File: src/rtl/uft_pkg.sv
package uft_pkg;
   localparam int TRIG_W = 6;

   typedef enum logic [1:0] {
      DMA_OFF  = 2'd0,
      DMA_BOTH = 2'd1,
      DMA_RX   = 2'd2,
      DMA_TX   = 2'd3
   } dma_mode_e;

   function automatic dma_mode_e pick_mode(input logic [7:0] aux, input logic [7:0] fctl);
      if (aux[0]) return dma_mode_e'(aux[2:1]);
      return dma_mode_e'({1'b0, fctl[3]});
   endfunction
endpackage

File: src/rtl/trig_decode.sv
module trig_decode
   import uft_pkg::*;
#(
   parameter bit IS_RX = 1'b1
) (
   input  logic              fine,
   input  logic [1:0]        lo_bits,
   input  logic [3:0]        nibble,
   output logic [TRIG_W-1:0] trig
);
   logic [TRIG_W-1:0] table_val;

   generate
      if (IS_RX) begin : g_rx_tab
         always_comb begin
            case (lo_bits)
               2'd0:    table_val = 6'd8;
               2'd1:    table_val = 6'd16;
               2'd2:    table_val = 6'd56;
               default: table_val = 6'd60;
            endcase
         end
      end else begin : g_tx_tab
         always_comb begin
            case (lo_bits)
               2'd0:    table_val = 6'd8;
               2'd1:    table_val = 6'd16;
               2'd2:    table_val = 6'd32;
               default: table_val = 6'd56;
            endcase
         end
      end
   endgenerate

   always_comb begin
      if (fine) begin
         trig = {nibble, lo_bits};
         if (trig == '0) trig = 6'd1;
      end else if (nibble != 4'd0) begin
         trig = {nibble, 2'b00};
      end else begin
         trig = table_val;
      end
   end
endmodule

File: src/rtl/rx_idle_timer.sv
module rx_idle_timer #(
   parameter int LVL_W   = 7,
   parameter int TRIG_W  = 6,
   parameter int TO_TICKS = 40
) (
   input  logic              clk,
   input  logic              rst_n,
   input  logic              bit_tick,
   input  logic              rx_push,
   input  logic              rx_pop,
   input  logic              clear,
   input  logic [LVL_W-1:0]  level,
   input  logic [TRIG_W-1:0] trig,
   output logic              pending
);
   localparam int CNT_W = $clog2(TO_TICKS + 1);
   localparam logic [CNT_W-1:0] LAST = CNT_W'(TO_TICKS - 1);

   logic [CNT_W-1:0] cnt;
   logic             below;

   assign below = (level != '0) && (level < LVL_W'(trig));

   always_ff @(posedge clk or negedge rst_n) begin
      if (!rst_n) begin
         cnt     <= '0;
         pending <= 1'b0;
      end else if (clear || level == '0) begin
         cnt     <= '0;
         pending <= 1'b0;
      end else begin
         if (rx_pop) pending <= 1'b0;
         if (rx_push || rx_pop) begin
            cnt <= '0;
         end else if (bit_tick) begin
            if (cnt == LAST) begin
               cnt <= '0;
               if (below) pending <= 1'b1;
            end else begin
               cnt <= cnt + 1'b1;
            end
         end
      end
   end

   // a pop always leaves no timeout pending afterwards
   a_r8_pop_clears: assert property (@(posedge clk) disable iff (!rst_n)
      rx_pop |=> !pending);
   // timeout only appears on a bit tick
   a_r7_rise_on_tick: assert property (@(posedge clk) disable iff (!rst_n)
      $rose(pending) |-> $past(bit_tick));
endmodule

File: src/rtl/fifo_trig_req.sv
module fifo_trig_req
   import uft_pkg::*;
#(
   parameter int DEPTH         = 64,
   parameter int CHAR_TICKS    = 10,
   parameter int TIMEOUT_CHARS = 4,
   parameter int LVL_W         = $clog2(DEPTH + 1)
) (
   input  logic             clk,
   input  logic             rst_n,
   input  logic [7:0]       fifo_ctrl,
   input  logic [7:0]       trig_lvl,
   input  logic [7:0]       aux_ctrl,
   input  logic [LVL_W-1:0] rx_level,
   input  logic [LVL_W-1:0] tx_level,
   input  logic             rx_push,
   input  logic             rx_pop,
   input  logic             bit_tick,
   input  logic             rx_clr,
   input  logic             tx_clr,
   output logic             rx_data_irq,
   output logic             rx_to_irq,
   output logic             tx_room_irq,
   output logic             rx_dma_req,
   output logic             tx_dma_req
);
   localparam int TO_TICKS = CHAR_TICKS * TIMEOUT_CHARS;

   generate
      if (DEPTH < 64 || (DEPTH & (DEPTH - 1)) != 0) begin : g_bad_depth
         $error("DEPTH must be a power of two of at least 64");
      end
      if (TO_TICKS < 2) begin : g_bad_to
         $error("timeout window too short");
      end
   endgenerate

   logic [TRIG_W-1:0] rx_trig, tx_trig;
   logic [LVL_W-1:0]  tx_free;
   logic              rx_hit, tx_hit, to_pend;
   logic              rx_en, tx_en;
   dma_mode_e         mode;

   trig_decode #(.IS_RX(1'b1)) u_rx_dec (
      .fine(aux_ctrl[7]), .lo_bits(fifo_ctrl[7:6]), .nibble(trig_lvl[7:4]), .trig(rx_trig));
   trig_decode #(.IS_RX(1'b0)) u_tx_dec (
      .fine(aux_ctrl[6]), .lo_bits(fifo_ctrl[5:4]), .nibble(trig_lvl[3:0]), .trig(tx_trig));

   rx_idle_timer #(.LVL_W(LVL_W), .TRIG_W(TRIG_W), .TO_TICKS(TO_TICKS)) u_timer (
      .clk(clk), .rst_n(rst_n), .bit_tick(bit_tick), .rx_push(rx_push), .rx_pop(rx_pop),
      .clear(rx_clr), .level(rx_level), .trig(rx_trig), .pending(to_pend));

   always_comb begin
      tx_free = LVL_W'(DEPTH) - tx_level;
      rx_hit  = rx_level >= LVL_W'(rx_trig);
      tx_hit  = tx_free >= LVL_W'(tx_trig);
      mode    = pick_mode(aux_ctrl, fifo_ctrl);
      rx_en   = (mode == DMA_BOTH) || (mode == DMA_RX);
      tx_en   = (mode == DMA_BOTH) || (mode == DMA_TX);
   end

   assign rx_data_irq = rx_hit && !rx_clr;
   assign rx_dma_req  = rx_hit && rx_en && !rx_clr;
   assign rx_to_irq   = to_pend && !rx_clr;
   assign tx_room_irq = (aux_ctrl[3] ? (tx_level == '0) : tx_hit) && !tx_clr;
   assign tx_dma_req  = tx_hit && tx_en && !tx_clr;

   // the decoded triggers are never zero
   a_r1_trig_nonzero: assert property (@(posedge clk) disable iff (!rst_n)
      rx_trig != '0 && tx_trig != '0);
   // the RX request never runs ahead of the RX data interrupt
   a_r3_dma_within_irq: assert property (@(posedge clk) disable iff (!rst_n)
      rx_dma_req |-> rx_data_irq);
   // in empty mode the TX interrupt implies a drained FIFO
   a_r5_empty_only: assert property (@(posedge clk) disable iff (!rst_n)
      (aux_ctrl[3] && tx_room_irq) |-> tx_level == '0);
   // TX-only override never raises an RX request
   a_r6_tx_only: assert property (@(posedge clk) disable iff (!rst_n)
      (aux_ctrl[0] && aux_ctrl[2:1] == 2'b11) |-> !rx_dma_req);
   // a clear leaves the timeout idle on the following cycle
   a_r9_rx_clear: assert property (@(posedge clk) disable iff (!rst_n)
      rx_clr |=> !to_pend);
   // TX clear masks TX requests at once
   a_r9_tx_clear: assert property (@(posedge clk) disable iff (!rst_n)
      tx_clr |-> !tx_room_irq && !tx_dma_req);
endmodule

File: config.mk
export PLATFORM = sky130hd
export DESIGN_NAME = fifo_trig_req
export DESIGN_NICKNAME = d
export VERILOG_FILES = /design/src/rtl/uft_pkg.sv /design/src/rtl/trig_decode.sv /design/src/rtl/rx_idle_timer.sv /design/src/rtl/fifo_trig_req.sv
export SDC_FILE = /design/constraint.sdc
export NUM_CORES = 1
export LEC_CHECK = 0
export ABC_AREA = 1
export ABC_CLOCK_PERIOD_IN_PS = 2700
export CORE_ASPECT_RATIO = 0.7
export CORE_MARGIN = 2
export CORE_UTILIZATION = 34
export CTS_CLUSTER_DIAMETER = 200
export CTS_CLUSTER_SIZE = 16
export DETAILED_ROUTE_END_ITERATION = 8
export GPL_ROUTABILITY_DRIVEN = 0
export PLACE_DENSITY = 0.67
export SLEW_MARGIN = 15
export SYNTH_ARGS = -nofsm -noshare
export SYNTH_HDL_FRONTEND = slang
export SYNTH_SLANG_ARGS = --single-unit
export TNS_END_PERCENT = 10
File: constraint.sdc
create_clock -name clk -period 2.7 [get_ports clk]
set_clock_uncertainty 0.1 [all_clocks]
set_input_delay 0.27 -clock clk [delete_from_list [all_inputs] [get_ports clk]]
set_output_delay 0.27 -clock clk [all_outputs]
set_load 0.01 [all_outputs]
==> results.json <==
{
  "met1_usage_pct": 19.3,
  "syn_inst": 171,
  "die_x_um": 72.7,
  "fin_crit_ns": 2.63,
  "start_util_pct": 35.7,
  "worstSkewPairLatency_ns": 0.23,
  "finalSetupTns_ns": 0,
  "peakVddDrop_mv": 0.190,
  "die_y_um": 52.1,
  "fin_crit_sh_pct": 97.3,
  "swShare_pct": 29.9,
  "pre_cts_slack_ns": -0.529,
  "num_io_pins": 50,
  "rows": 17,
  "rsz0062_at_grt": "true",
  "p_int_mw": 0.316,
  "drt_first_pass_iters": 4,
  "cp_max_fo": 3,
  "antenna_found_initial": 0,
  "h-tree-depth": 1,
  "worst_setup_path_startpoint": "trig_lvl[7]",
  "netlist.area_leader.share_pct": 20.0,
  "synth.largest_area_cell": "ha_1",
  "ys_seq_elements": 7,
  "drc": 0,
  "finalHoldViolCount": 0,
  "clockBufferDepth": 2,
  "mappedNetlistArea_mm2": 0.00112,
  "grt_pass1_wl_um": 4560,
  "drive_gt1_share_pct": 23.2,
  "drtAntennaViolNets": 0,
  "crit_path_end_kind": "primary output",
  "drt_iter0_drc": 29,
  "vias": 1265,
  "port_buffers": 44,
  "cts_tree": "yes",
  "power_frac_clock_pct": 32.6,
  "numCtsBuffers": 3,
  "top_usage_layer": "met2",
  "met2_usage_pct": 27.0,
  "yosys.cell_types.count": 26,
  "fmax_mhz": 381,
  "worstPathArrival_ns": 2.26,
  "critical_path_class": "in -> out",
  "path_clk_slew_ns": 0.04,
  "wl_um": 2750,
  "seq_power_share_pct": 23.7,
  "final_net_count": 301,
  "diodes": 0,
  "vias_per_cell": 4.60,
  "grt_max_degree": 8,
  "yosysWarningCount": 0,
  "dieArea_mm2": 0.00379,
  "regArea_um2": 175,
  "hold_ws_ns": 0.209,
  "grt_overflow_total": 0,
  "multiInputGateArea_um2": 902,
  "pwr_density_cell_mw_per_mm2": 244,
  "track_usage_pct": 15.0,
  "core-area_mm2": 0.00315,
  "cts_num_sinks": 7,
  "worstMarginPinSlew_ns": 0.333,
  "max_slew_margin_pct": 77.8,
  "status": "finished, final reports clean",
  "fillers": 294,
  "reg2reg_depth": 8,
  "synth_fp_nets": 234,
  "p_sw_mw": 0.135,
  "grt_pass1_vias": 1147,
  "final_util_pct": 58.8,
  "yosys-top-cells-area": "ha_1 (20%), dfrtp_1 (16%), nand2_1 (12%), inv_1 (11%), nor2_1 (6.3%)",
  "grt_util_met3_pct": 3.68,
  "hold_path.class": "in -> async",
  "dp_hpwl_um": 2360,
  "pwr-share-comb_pct": 43.7,
  "yosysSeqAreaShare_pct": 15.6,
  "report.final.slew_viol_count": 0,
  "start_kind": "primary input",
  "setup_viol": 0,
  "finalPower_mw": 0.451,
  "maxCapViolCount": 0,
  "cts-root-buf": "clkbuf_8",
  "cp.required_ns": 2.33,
  "setup_slack_ns": 0.0737,
  "cellLeakagePower_nw": 0.949,
  "rr_startpoint": "u_timer.cnt[0]",
  "avgRoutedWirePerCell_um": 9.98,
  "synth.avg_cell_area_um2": 6.58,
  "flow.area_growth_from_synthesis_pct": 64.5
}
[layout make-up]
class | count | share of cell area (%)
multi-input cells | 132 | 48.7
flip-flops and latches | 7 | 9.47
repair buffers | 62 | 30.3
inverters | 32 | 6.49
well taps | 38 | 2.57
clock buffers | 4 | 2.43
[power by group through the flow]
| stage | sequential (mW) | combinational [mW] | clock [mW] |
|---|---|---|---|
| floorplan | 0.108 | 0.0833 | 0 |
| global placement | 0.108 | 0.186 | 0 |
| detailed placement | 0.108 | 0.189 | 0 |
| CTS | 0.107 | 0.192 | 0.150 |
| global route | 0.107 | 0.222 | 0.155 |
| finish | 0.107 | 0.197 | 0.147 |
[final timing paths]
| path | end | slack (ns) |
|---|---|---|
| max in group asynchronous | u_timer.cnt[5] | 2.04 |
| max reg2reg | u_timer.cnt[3] | 1.19 |
| min | u_timer.cnt[0] | 0.21 |
| max | rx_data_irq | 0.07 |
| min in group clk | u_timer.cnt[0] | 0.45 |
| min reg2reg | u_timer.cnt[0] | 0.45 |
[logic make-up after synthesis]
| group | count (synthesis) | share of synthesized area (%) |
|---|---|---|
| and+or+nand+nor | 87 | 38.4 |
| buffers and inverters | 32 | 10.7 |
| AOI/OAI and AO/OA | 20 | 9.68 |
| adders and majority gates | 18 | 20.0 |
| DFF | 7 | 15.6 |
| xor gates and xnor gates | 6 | 4.67 |
| muxes | 1 | 1.00 |
[metrics by stage]
| step | cell area [µm²] | cells |
|---|---|---|
| 3_5_place_dp | 1700 | 265 |
| 2_1_floorplan | 1120 | 171 |
| 3_3_place_gp | 1700 | 265 |
| 6_report | 1850 | 275 |
| 5_1_grt | 1850 | 275 |
| 4_1_cts | 1800 | 275 |
[critical path: stages]
cell           delay, ns
dlygate4sd2_1       0.27
nor4_4              0.29
nand2_1             0.13
nor2_2              0.12
a21oi_1             0.08
ha_1                0.31
a21oi_2             0.12
o21ai_1             0.07
nand3b_1            0.11
nand4_1             0.09
nand2_1             0.09
inv_1               0.04
dlygate4sd2_1       0.27
[state kept, by name (all words and copies together) (netlist names)]
register         flops
u_timer.pending      1
u_timer.cnt          6
[placed cells by master, fill, tap and decap left out, types with 2 or more instances in the layout]
cell | netlist | layout
o21ai_1 | 1 | 2
buf_4 | 0 | 18
nand4_1 | 2 | 2
inv_1 | 32 | 30
nand2_2 | 2 | 4
nor4_4 | 0 | 2
nor3_2 | 1 | 2
ha_1 | 18 | 16
inv_2 | 0 | 2
clkbuf_2 | 0 | 2
nand3_1 | 7 | 7
a21oi_2 | 0 | 2
nand2_1 | 35 | 33
dlygate4sd2_1 | 0 | 8
dfrtp_1 | 7 | 7
clkdlybuf4s50_1 | 0 | 29
xor2_1 | 4 | 4
nor3_1 | 4 | 3
o21ai_0 | 3 | 2
or2_2 | 3 | 3
a21oi_1 | 13 | 11
dlymetal6s2s_1 | 0 | 4
nand3_2 | 3 | 3
clkbuf_8 | 0 | 3
nor2_2 | 6 | 7
nor2_1 | 19 | 18
[timing repair]
item	4_1_cts	5_1_grt
pin swaps	10	10
gates resized for setup	21	19
hold buffers	0	0
gates cloned	0	0
endpoints found under the setup margin	4	5
setup buffers	6	0
[synth_stat cells]
library cell and n:
o41ai_1 1, nand2_1 35, nand3_1 7, nor2_1 19
nor3_1 4, or2_2 3, nor2_2 6, inv_1 32
a21boi_0 1, nor3_2 1, o21ai_0 3, xor2_1 4
nand3_2 3, mux2_2 1, nor3b_2 1, xnor2_1 2
ha_1 18, nand4_1 2, nand2_2 2, nor4_1 2
a21oi_1 13, dfrtp_1 7, o21ai_1 1, a211oi_1 1
nand3b_4 1, nand3b_1 1
[metal layers]
layer,vias to the layer above,routed length [µm]
li1,682,-
met1,555,1300
met2,28,1300
met3,0,138
met4,0,0
met5,-,0
Note: power is estimated with default switching activity, not from simulation.
